### src/rtl/sxw_pkg.sv
package sxw_pkg;

    localparam int unsigned SEL_W = 10;

    localparam logic [SEL_W-1:0] SEL_OK_MASK  = 10'h3F8;
    localparam logic [SEL_W-1:0] FIELD_MASK   = 10'h3E0;
    localparam logic [SEL_W-1:0] STATUS_FIELD = 10'h1E0;

    typedef enum logic [1:0] {
        WIN_SCRATCH = 2'd0,
        WIN_STATUS  = 2'd1,
        WIN_NONE    = 2'd2
    } win_e;

    typedef struct packed {
        logic [SEL_W-1:0] sel;
    } sel_state_t;

    typedef struct packed {
        logic unimp;
    } top_state_t;

endpackage

### src/rtl/sxw_sel_reg.sv
module sxw_sel_reg
    import sxw_pkg::*;
#(
    parameter int unsigned DATA_W = 64
) (
    input  logic                 clk,
    input  logic                 rst_n,
    input  logic                 we,
    input  logic [DATA_W-1:0]    wdata,
    output logic [SEL_W-1:0]     sel_q
);

    sel_state_t st_d, st_q;
    logic       legal;

    always_comb begin
        legal = (~|wdata[DATA_W-1:SEL_W]) && (~|(wdata[SEL_W-1:0] & ~SEL_OK_MASK));
        st_d  = st_q;
        if (we && legal) begin
            st_d.sel = wdata[SEL_W-1:0];
        end
    end

    always_ff @(posedge clk or negedge rst_n) begin
        if (!rst_n) st_q <= '0;
        else        st_q <= st_d;
    end

    assign sel_q = st_q.sel;


    drop_bad_sel_chk: assert property (@(posedge clk) disable iff (!rst_n)
        (we && !legal) |=> $stable(sel_q));


    sel_legal_chk: assert property (@(posedge clk) disable iff (!rst_n)
        ((sel_q & ~SEL_OK_MASK) == '0));

endmodule

### src/rtl/sxw_decode.sv
module sxw_decode
    import sxw_pkg::*;
#(
    parameter int unsigned ENTRIES = 8,
    localparam int unsigned IDX_W  = $clog2(ENTRIES)
) (
    input  logic [SEL_W-1:3]  sel_hi,
    output win_e              win,
    output logic [IDX_W-1:0]  idx
);

    logic [SEL_W-1:0] field;

    always_comb begin
        field = {sel_hi, 3'b000} & FIELD_MASK;
        idx   = sel_hi[3 +: IDX_W];
        if (field == '0)               win = WIN_SCRATCH;
        else if (field == STATUS_FIELD) win = WIN_STATUS;
        else                           win = WIN_NONE;
    end

endmodule

### src/rtl/sxw_bank.sv
module sxw_bank #(
    parameter int unsigned DATA_W  = 64,
    parameter int unsigned ENTRIES = 8,
    localparam int unsigned IDX_W  = $clog2(ENTRIES)
) (
    input  logic               clk,
    input  logic               rst_n,
    input  logic               we,
    input  logic [IDX_W-1:0]   idx,
    input  logic [DATA_W-1:0]  wdata,
    output logic [DATA_W-1:0]  rdata
);

    logic [ENTRIES-1:0][DATA_W-1:0] mem_d, mem_q;

    always_comb begin
        mem_d = mem_q;
        if (we) begin
            mem_d[idx] = wdata;
        end
    end

    always_ff @(posedge clk or negedge rst_n) begin
        if (!rst_n) mem_q <= '0;
        else        mem_q <= mem_d;
    end

    assign rdata = mem_q[idx];


    no_stray_write_chk: assert property (@(posedge clk) disable iff (!rst_n)
        !we |=> $stable(mem_q));

endmodule

### src/rtl/scratch_window.sv
module scratch_window
    import sxw_pkg::*;
#(
    parameter int unsigned DATA_W  = 64,
    parameter int unsigned ENTRIES = 8,
    parameter int unsigned NCORES  = 2
) (
    input  logic               clk,
    input  logic               rst_n,
    input  logic               pair_mode,
    input  logic               acc_odd,
    input  logic               sel_we,
    input  logic [DATA_W-1:0]  sel_wdata,
    output logic [DATA_W-1:0]  sel_rdata,
    input  logic               data_we,
    input  logic               data_re,
    input  logic [DATA_W-1:0]  data_wdata,
    output logic [DATA_W-1:0]  data_rdata,
    output logic               unimp_flag
);

    localparam int unsigned IDX_W = $clog2(ENTRIES);

    logic [NCORES-1:0][SEL_W-1:0]  sel_all;
    logic [NCORES-1:0][DATA_W-1:0] bank_rd;
    logic [NCORES-1:0]             bank_we;
    logic [SEL_W-1:0]              sel_cur;
    logic                          bank_sel;
    win_e                          win;
    logic [IDX_W-1:0]              idx;
    top_state_t                    st_d, st_q;

    for (genvar c = 0; c < NCORES; c++) begin : g_core
        sxw_sel_reg #(.DATA_W(DATA_W)) u_sel (
            .clk   (clk),
            .rst_n (rst_n),
            .we    (sel_we && (acc_odd == c[0])),
            .wdata (sel_wdata),
            .sel_q (sel_all[c])
        );

        sxw_bank #(.DATA_W(DATA_W), .ENTRIES(ENTRIES)) u_bank (
            .clk   (clk),
            .rst_n (rst_n),
            .we    (bank_we[c]),
            .idx   (idx),
            .wdata (data_wdata),
            .rdata (bank_rd[c])
        );
    end

    assign sel_cur  = sel_all[acc_odd];
    assign bank_sel = acc_odd & ~pair_mode;

    sxw_decode #(.ENTRIES(ENTRIES)) u_dec (
        .sel_hi (sel_cur[SEL_W-1:3]),
        .win    (win),
        .idx    (idx)
    );

    always_comb begin
        for (int b = 0; b < NCORES; b++) begin
            bank_we[b] = data_we && (win == WIN_SCRATCH) && (bank_sel == b[0]);
        end

        unique case (win)
            WIN_SCRATCH: data_rdata = bank_rd[bank_sel];
            WIN_STATUS:  data_rdata = {{(DATA_W-1){1'b0}}, pair_mode};
            default:     data_rdata = '0;
        endcase

        st_d.unimp = (data_re && (win == WIN_NONE)) ||
                     (data_we && (win != WIN_SCRATCH));
    end

    always_ff @(posedge clk or negedge rst_n) begin
        if (!rst_n) st_q <= '0;
        else        st_q <= st_d;
    end

    assign sel_rdata  = {{(DATA_W-SEL_W){1'b0}}, sel_cur};
    assign unimp_flag = st_q.unimp;


    unimp_on_miss_chk: assert property (@(posedge clk) disable iff (!rst_n)
        (data_re && (win == WIN_NONE)) |=> unimp_flag);


    unimp_quiet_chk: assert property (@(posedge clk) disable iff (!rst_n)
        !(data_re || data_we) |=> !unimp_flag);


    pair_bank0_only_chk: assert property (@(posedge clk) disable iff (!rst_n)
        pair_mode |-> !bank_we[1]);


    no_write_off_window_chk: assert property (@(posedge clk) disable iff (!rst_n)
        (win != WIN_SCRATCH) |-> (bank_we == '0));


    one_bank_write_chk: assert property (@(posedge clk) disable iff (!rst_n)
        $onehot0(bank_we));

endmodule

### config.mk
export PLATFORM = sky130hd
export DESIGN_NAME = scratch_window
export DESIGN_NICKNAME = d
export VERILOG_FILES = /design/src/rtl/sxw_pkg.sv /design/src/rtl/sxw_sel_reg.sv /design/src/rtl/sxw_decode.sv /design/src/rtl/sxw_bank.sv /design/src/rtl/scratch_window.sv
export SDC_FILE = /design/constraint.sdc
export NUM_CORES = 2
export LEC_CHECK = 0
export ABC_AREA = 1
export ABC_CLOCK_PERIOD_IN_PS = 2140
export BUFFER_PORTS_ARGS = -buffer_cell sky130_fd_sc_hd__buf_4
export CORE_MARGIN = 5
export CORE_UTILIZATION = 55
export DETAILED_ROUTE_END_ITERATION = 8
export GPL_TIMING_DRIVEN = 0
export PLACE_DENSITY = 0.73
export SLEW_MARGIN = 10
export SYNTH_ARGS = -nofsm -noshare
export SYNTH_HDL_FRONTEND = slang
export SYNTH_SLANG_ARGS = --single-unit
### constraint.sdc
create_clock -name clk -period 2.14 [get_ports clk]
set_clock_uncertainty 0.05 [all_clocks]
set_input_delay 0.107 -clock clk [delete_from_list [all_inputs] [get_ports clk]]
set_output_delay 0.107 -clock clk [all_outputs]
set_load 0.01 [all_outputs]
==> results.md <==
Power and ir drop:
- Power spread over the standard cell area amounts to just over 800 nW/um^2.
- The internal portion of the total power is ~35 mW.
- For this design the static power due to leakage is between 20 and 30 nW.
- Across the VDD grid, the largest voltage drop is 656 uV.
- The sequential cell fraction of total power is between 40 and 50%.
- In this run switching power makes up between 20 and 30% of total power.
- The power share of the clock group is 39.5%.
- In this run, the combinational gates consume between 10% and 20% of the power.
- Power comes to between 40 and 50 mW.
- The analysis attributes to net switching a power of 13.3 mW.

Setup path:
- At the worst endpoint, the required time is ~2000 ps.
- The maximum fanout along the worst path is 10.
- The nature of the critical path endpoint is a primary output.
- The kind of critical path is flip-flop to primary output.
- The arrival time at the worst endpoint is around 2800 ps.
- The sort of element at the start of the critical path is a flip-flop.

Cells and area:
- Summing all non-filler instances in the final layout gives an area of between 50000 and 60000 sq um.
- The area added between synthesis and finish is 23.6%.
- The post-route netlist has 16.5% of its cells at a drive strength greater than 1.
- The final net count is slightly above 7000.
- The number of diodes is 0.
- The number of filler instances in the final layout is between 6000 and 7000.

Clock tree:
- No sink is reached through more buffers than the 3 on the longest clock path.
- The clock reaches the later pin of the worst-skew pair after between 600 and 700 ps.
- TritonCTS built the clock tree.
- Clock tree synthesis inserted a total of roughly 110 buffers.
- The clock transition at the register clock pins on the worst setup and hold paths after CTS is around 60 ps.
- CTS placed an instance of clkbuf_16 at the clock tree root.
- The number of buffers inserted by hold repair at cts is 83.
- The number of sinks on the clock net is around 1000.
- The number of H-tree levels is 3.

Timing:
- The max-slew violation count is 0.
- The worst slew margin relative to its limit is 42.2%.
- The total setup violations reported at the end of the flow is between 500 and 600.
- Setup repair after global routing could not meet its margin everywhere.
- The sum of negative setup slack is -81430 ps.
- Based on the critical path, the design can be clocked at up to approximately 0.34 GHz.
- The slew at the pin with the worst max-slew slack is 866 ps.
- Across all setup checks in the final design, the least slack found is -822 ps.
- The smallest clock period supported by the final layout is computed as around 3000 ps.
- The tightest hold path in the finished design has a slack of -680 ps.
- Dividing the final minimum period by the clock period gives 138%.
- The number of hold-slack violations in the final timing report is 344.

Flow run:
- The tool flagged a number of max-cap violations equal to 0.

Routing:
- The initial DRC count is around 4700.
- For this run, design rule violations remaining after detail routing come to 0.
- The pre-antenna-repair detailed-routing pass consisted of 9 iterations.
- In this run the remaining antenna-violating nets after routing total 0.
- Dividing the detail-routed via count by the number of cells gives around 5.
- The post-detailed-route wirelength per cell is roughly 18 um.
- After detailed routing, the total wire length is roughly 150000 um.
- The overall via count from detail_route is between 40000 and 50000.

Floorplanning:
- Once the floorplan was initialized, standard cells occupied 55.4% of the core.
- The number of rows in the core area is 108.
- The die footprint is about 93000 sq um.
- The die boundary height is between 300 and 400 um.
- The number of primary I/O pins is 264.
- The width of the die is 306 um.
- After floorplanning, the core was sized to cover 86800 sq um.

GRT:
- Global routing used a little under a third of the available tracks.
- The first global-routing pass estimated 227000 um of wire.
- Entering global routing, the biggest net connects ~160 pins.
- The number of global-route vias before repair is 40450.
- The total overflow left after global routing is 0.
- The number of antenna violations at the first check in global routing is 0.

Min path:
- The tightest min-delay check is of the primary input to async pin type.

Logic synthesis:
- The post-synthesis sequential area ratio is between 50% and 60%.
- After synthesis, the netlist uses 21 different library cells.
- The post-synthesis instance area is 48100 sq um.
- Yosys printed 0 warnings.
- Synthesis handed over a netlist of approximately 6500 instances.
- Synthesis inferred approximately 1000 register bits.
- The primary flip-flop cell chosen by synthesis mapping is dfrtp_1.
- In this run, synthesis inferred 0 flip-flops with an integrated enable.
- The proportion of register bits with asynchronous set or reset after synthesis is 100%.
- After synthesis, the mean cell area works out to between 7 and 8 sq um.

Run status:
- The run finished, with violations left.
- The checks that failed: hold timing, setup timing.

Place:
- The setup slack after placement is -1330 ps.
- The half-perimeter wire length after placement is between 100000 and 150000 um.
- The routability-driven placement congestion ratio is approximately 0.94.
- After detailed placement, the total cell area comes to between 50000 and 60000 sq um.
- The count of buffers inserted at the top-level ports is around 210.
## synthesized netlist by cell type (2+ instances only)
cell / count / area, sq um
nor4_1: 4 / 25.0
nand4_1: 16 / 100
buf_1: 36 / 135
nand2_1: 2702 / 10100
buf_4: 55 / 413
nand3_1: 24 / 120
buf_2: 174 / 871
clkbuf_1: 635 / 2380
dfrtp_1: 1045 / 26200
o21ai_0: 312 / 1560
o21ai_1: 513 / 2570
nor2_1: 99 / 372
nor3_1: 2 / 10.0
inv_1: 765 / 2870
a21oi_1: 63 / 315
## sequential cells by signal, summed over array words and instances (netlist names)
name / cells
unimp_flag: 1
g_core.u_sel.sel_q: 20
g_core.u_bank.mem_q: 1024
## metrics by stage
stage,utilization (%),instances,hold slack (ps)
floorplan,-,6504,-239
global placement,59.1,7868,319
detailed placement,59.4,7875,84.1
CTS,66.5,8162,-633
global route,68.5,8181,-593
finish,68.5,8181,-680
## path summary, 6_finish.rpt
path	depth (start not counted)	slack [ps]	to	from
setup reg to reg	10	-190	g_core[0].u_bank.mem_q[58]$_DFFE_PN0P_	g_core[1].u_sel.sel_q[9]$_DFFE_PN0P_
min in group clk	7	70	g_core[1].u_sel.sel_q[7]$_DFFE_PN0P_	sel_wdata[31]
hold / removal	1	-680	g_core[1].u_bank.mem_q[392]$_DFFE_PN0P_	rst_n
hold reg to reg	1	400	g_core[0].u_bank.mem_q[394]$_DFFE_PN0P_	g_core[0].u_bank.mem_q[394]$_DFFE_PN0P_
max in group asynchronous	4	240	g_core[1].u_bank.mem_q[377]$_DFFE_PN0P_	rst_n
setup / recovery	8	-820	data_rdata[44]	g_core[1].u_sel.sel_q[5]$_DFFE_PN0P_
## power groups by stage
stage / Clock, mW / Sequential [mW] / Combinational, mW
after detailed placement: 0 / 22.8 / 5.92
after global routing: 20.2 / 22.8 / 7.63
after CTS: 19.3 / 22.5 / 6.36
after floorplan: 0 / 22.6 / 3.77
final: 19.2 / 22.6 / 6.84
after global placement: 0 / 22.8 / 5.73
## routing by layer
layer / up-vias / share of wire [%] / track usage (%)
li1: 19828 / - / -
met1: 19916 / 41 / 42.9
met2: 1943 / 46 / 47.8
met3: 327 / 9.5 / 6.56
met4: 0 / 3.7 / 12.4
met5: - / 0 / 0
## repair_timing
action                     in CTS  in global routing
gates cloned                    2                 11
setup endpoints to repair     580                670
hold endpoints to repair      762                124
gates resized for setup       610                580
pin swaps                      52                120
buffers inserted                4                  8
## worst max-delay path, stage by stage, from the launching register on
cell and delay, ps:
dfrtp_1 380, nand2_1 80, nand2_2 150, clkbuf_2 420
clkbuf_2 380, nand2_1 180, a21oi_2 260, nor2_2 100
buf_4 150
## cell usage in the layout, fill, tap and decap left out, types with 29 or more instances in the layout
cell / instances
a21oi_2: 29
a21oi_4: 32
buf_2: 109
buf_4: 300
buf_6: 57
clkbuf_1: 527
clkbuf_16: 124
clkbuf_2: 37
clkbuf_8: 45
conb_1: 54
dfrtp_1: 1045
dlygate4sd3_1: 82
inv_1: 765
nand2_1: 2527
nand2_2: 158
nor2_1: 45
o21ai_0: 126
o21ai_1: 645
o21ai_2: 54
## cell type report
class | count | area, sq um | share of cell area, %
sequential | 1045 | 26200 | 44.0
multi-input combinational | 3792 | 16900 | 28.5
buffer | 900 | 5270 | 8.86
timing repair buffer | 324 | 3110 | 5.24
clock buffer | 144 | 3100 | 5.21
inverter | 767 | 2880 | 4.84
tap | 1155 | 1450 | 2.43
clock inverter | 54 | 538 | 0.905
## cells by family after synthesis
family	after synthesis	synth area share, %
buf+inv	1667	13.9
simple gates	2850	22.5
flops	1045	54.4
compound gates	888	9.24
other cells	1	0.00780
No activity file was read; power rests on OpenSTA's default activity.
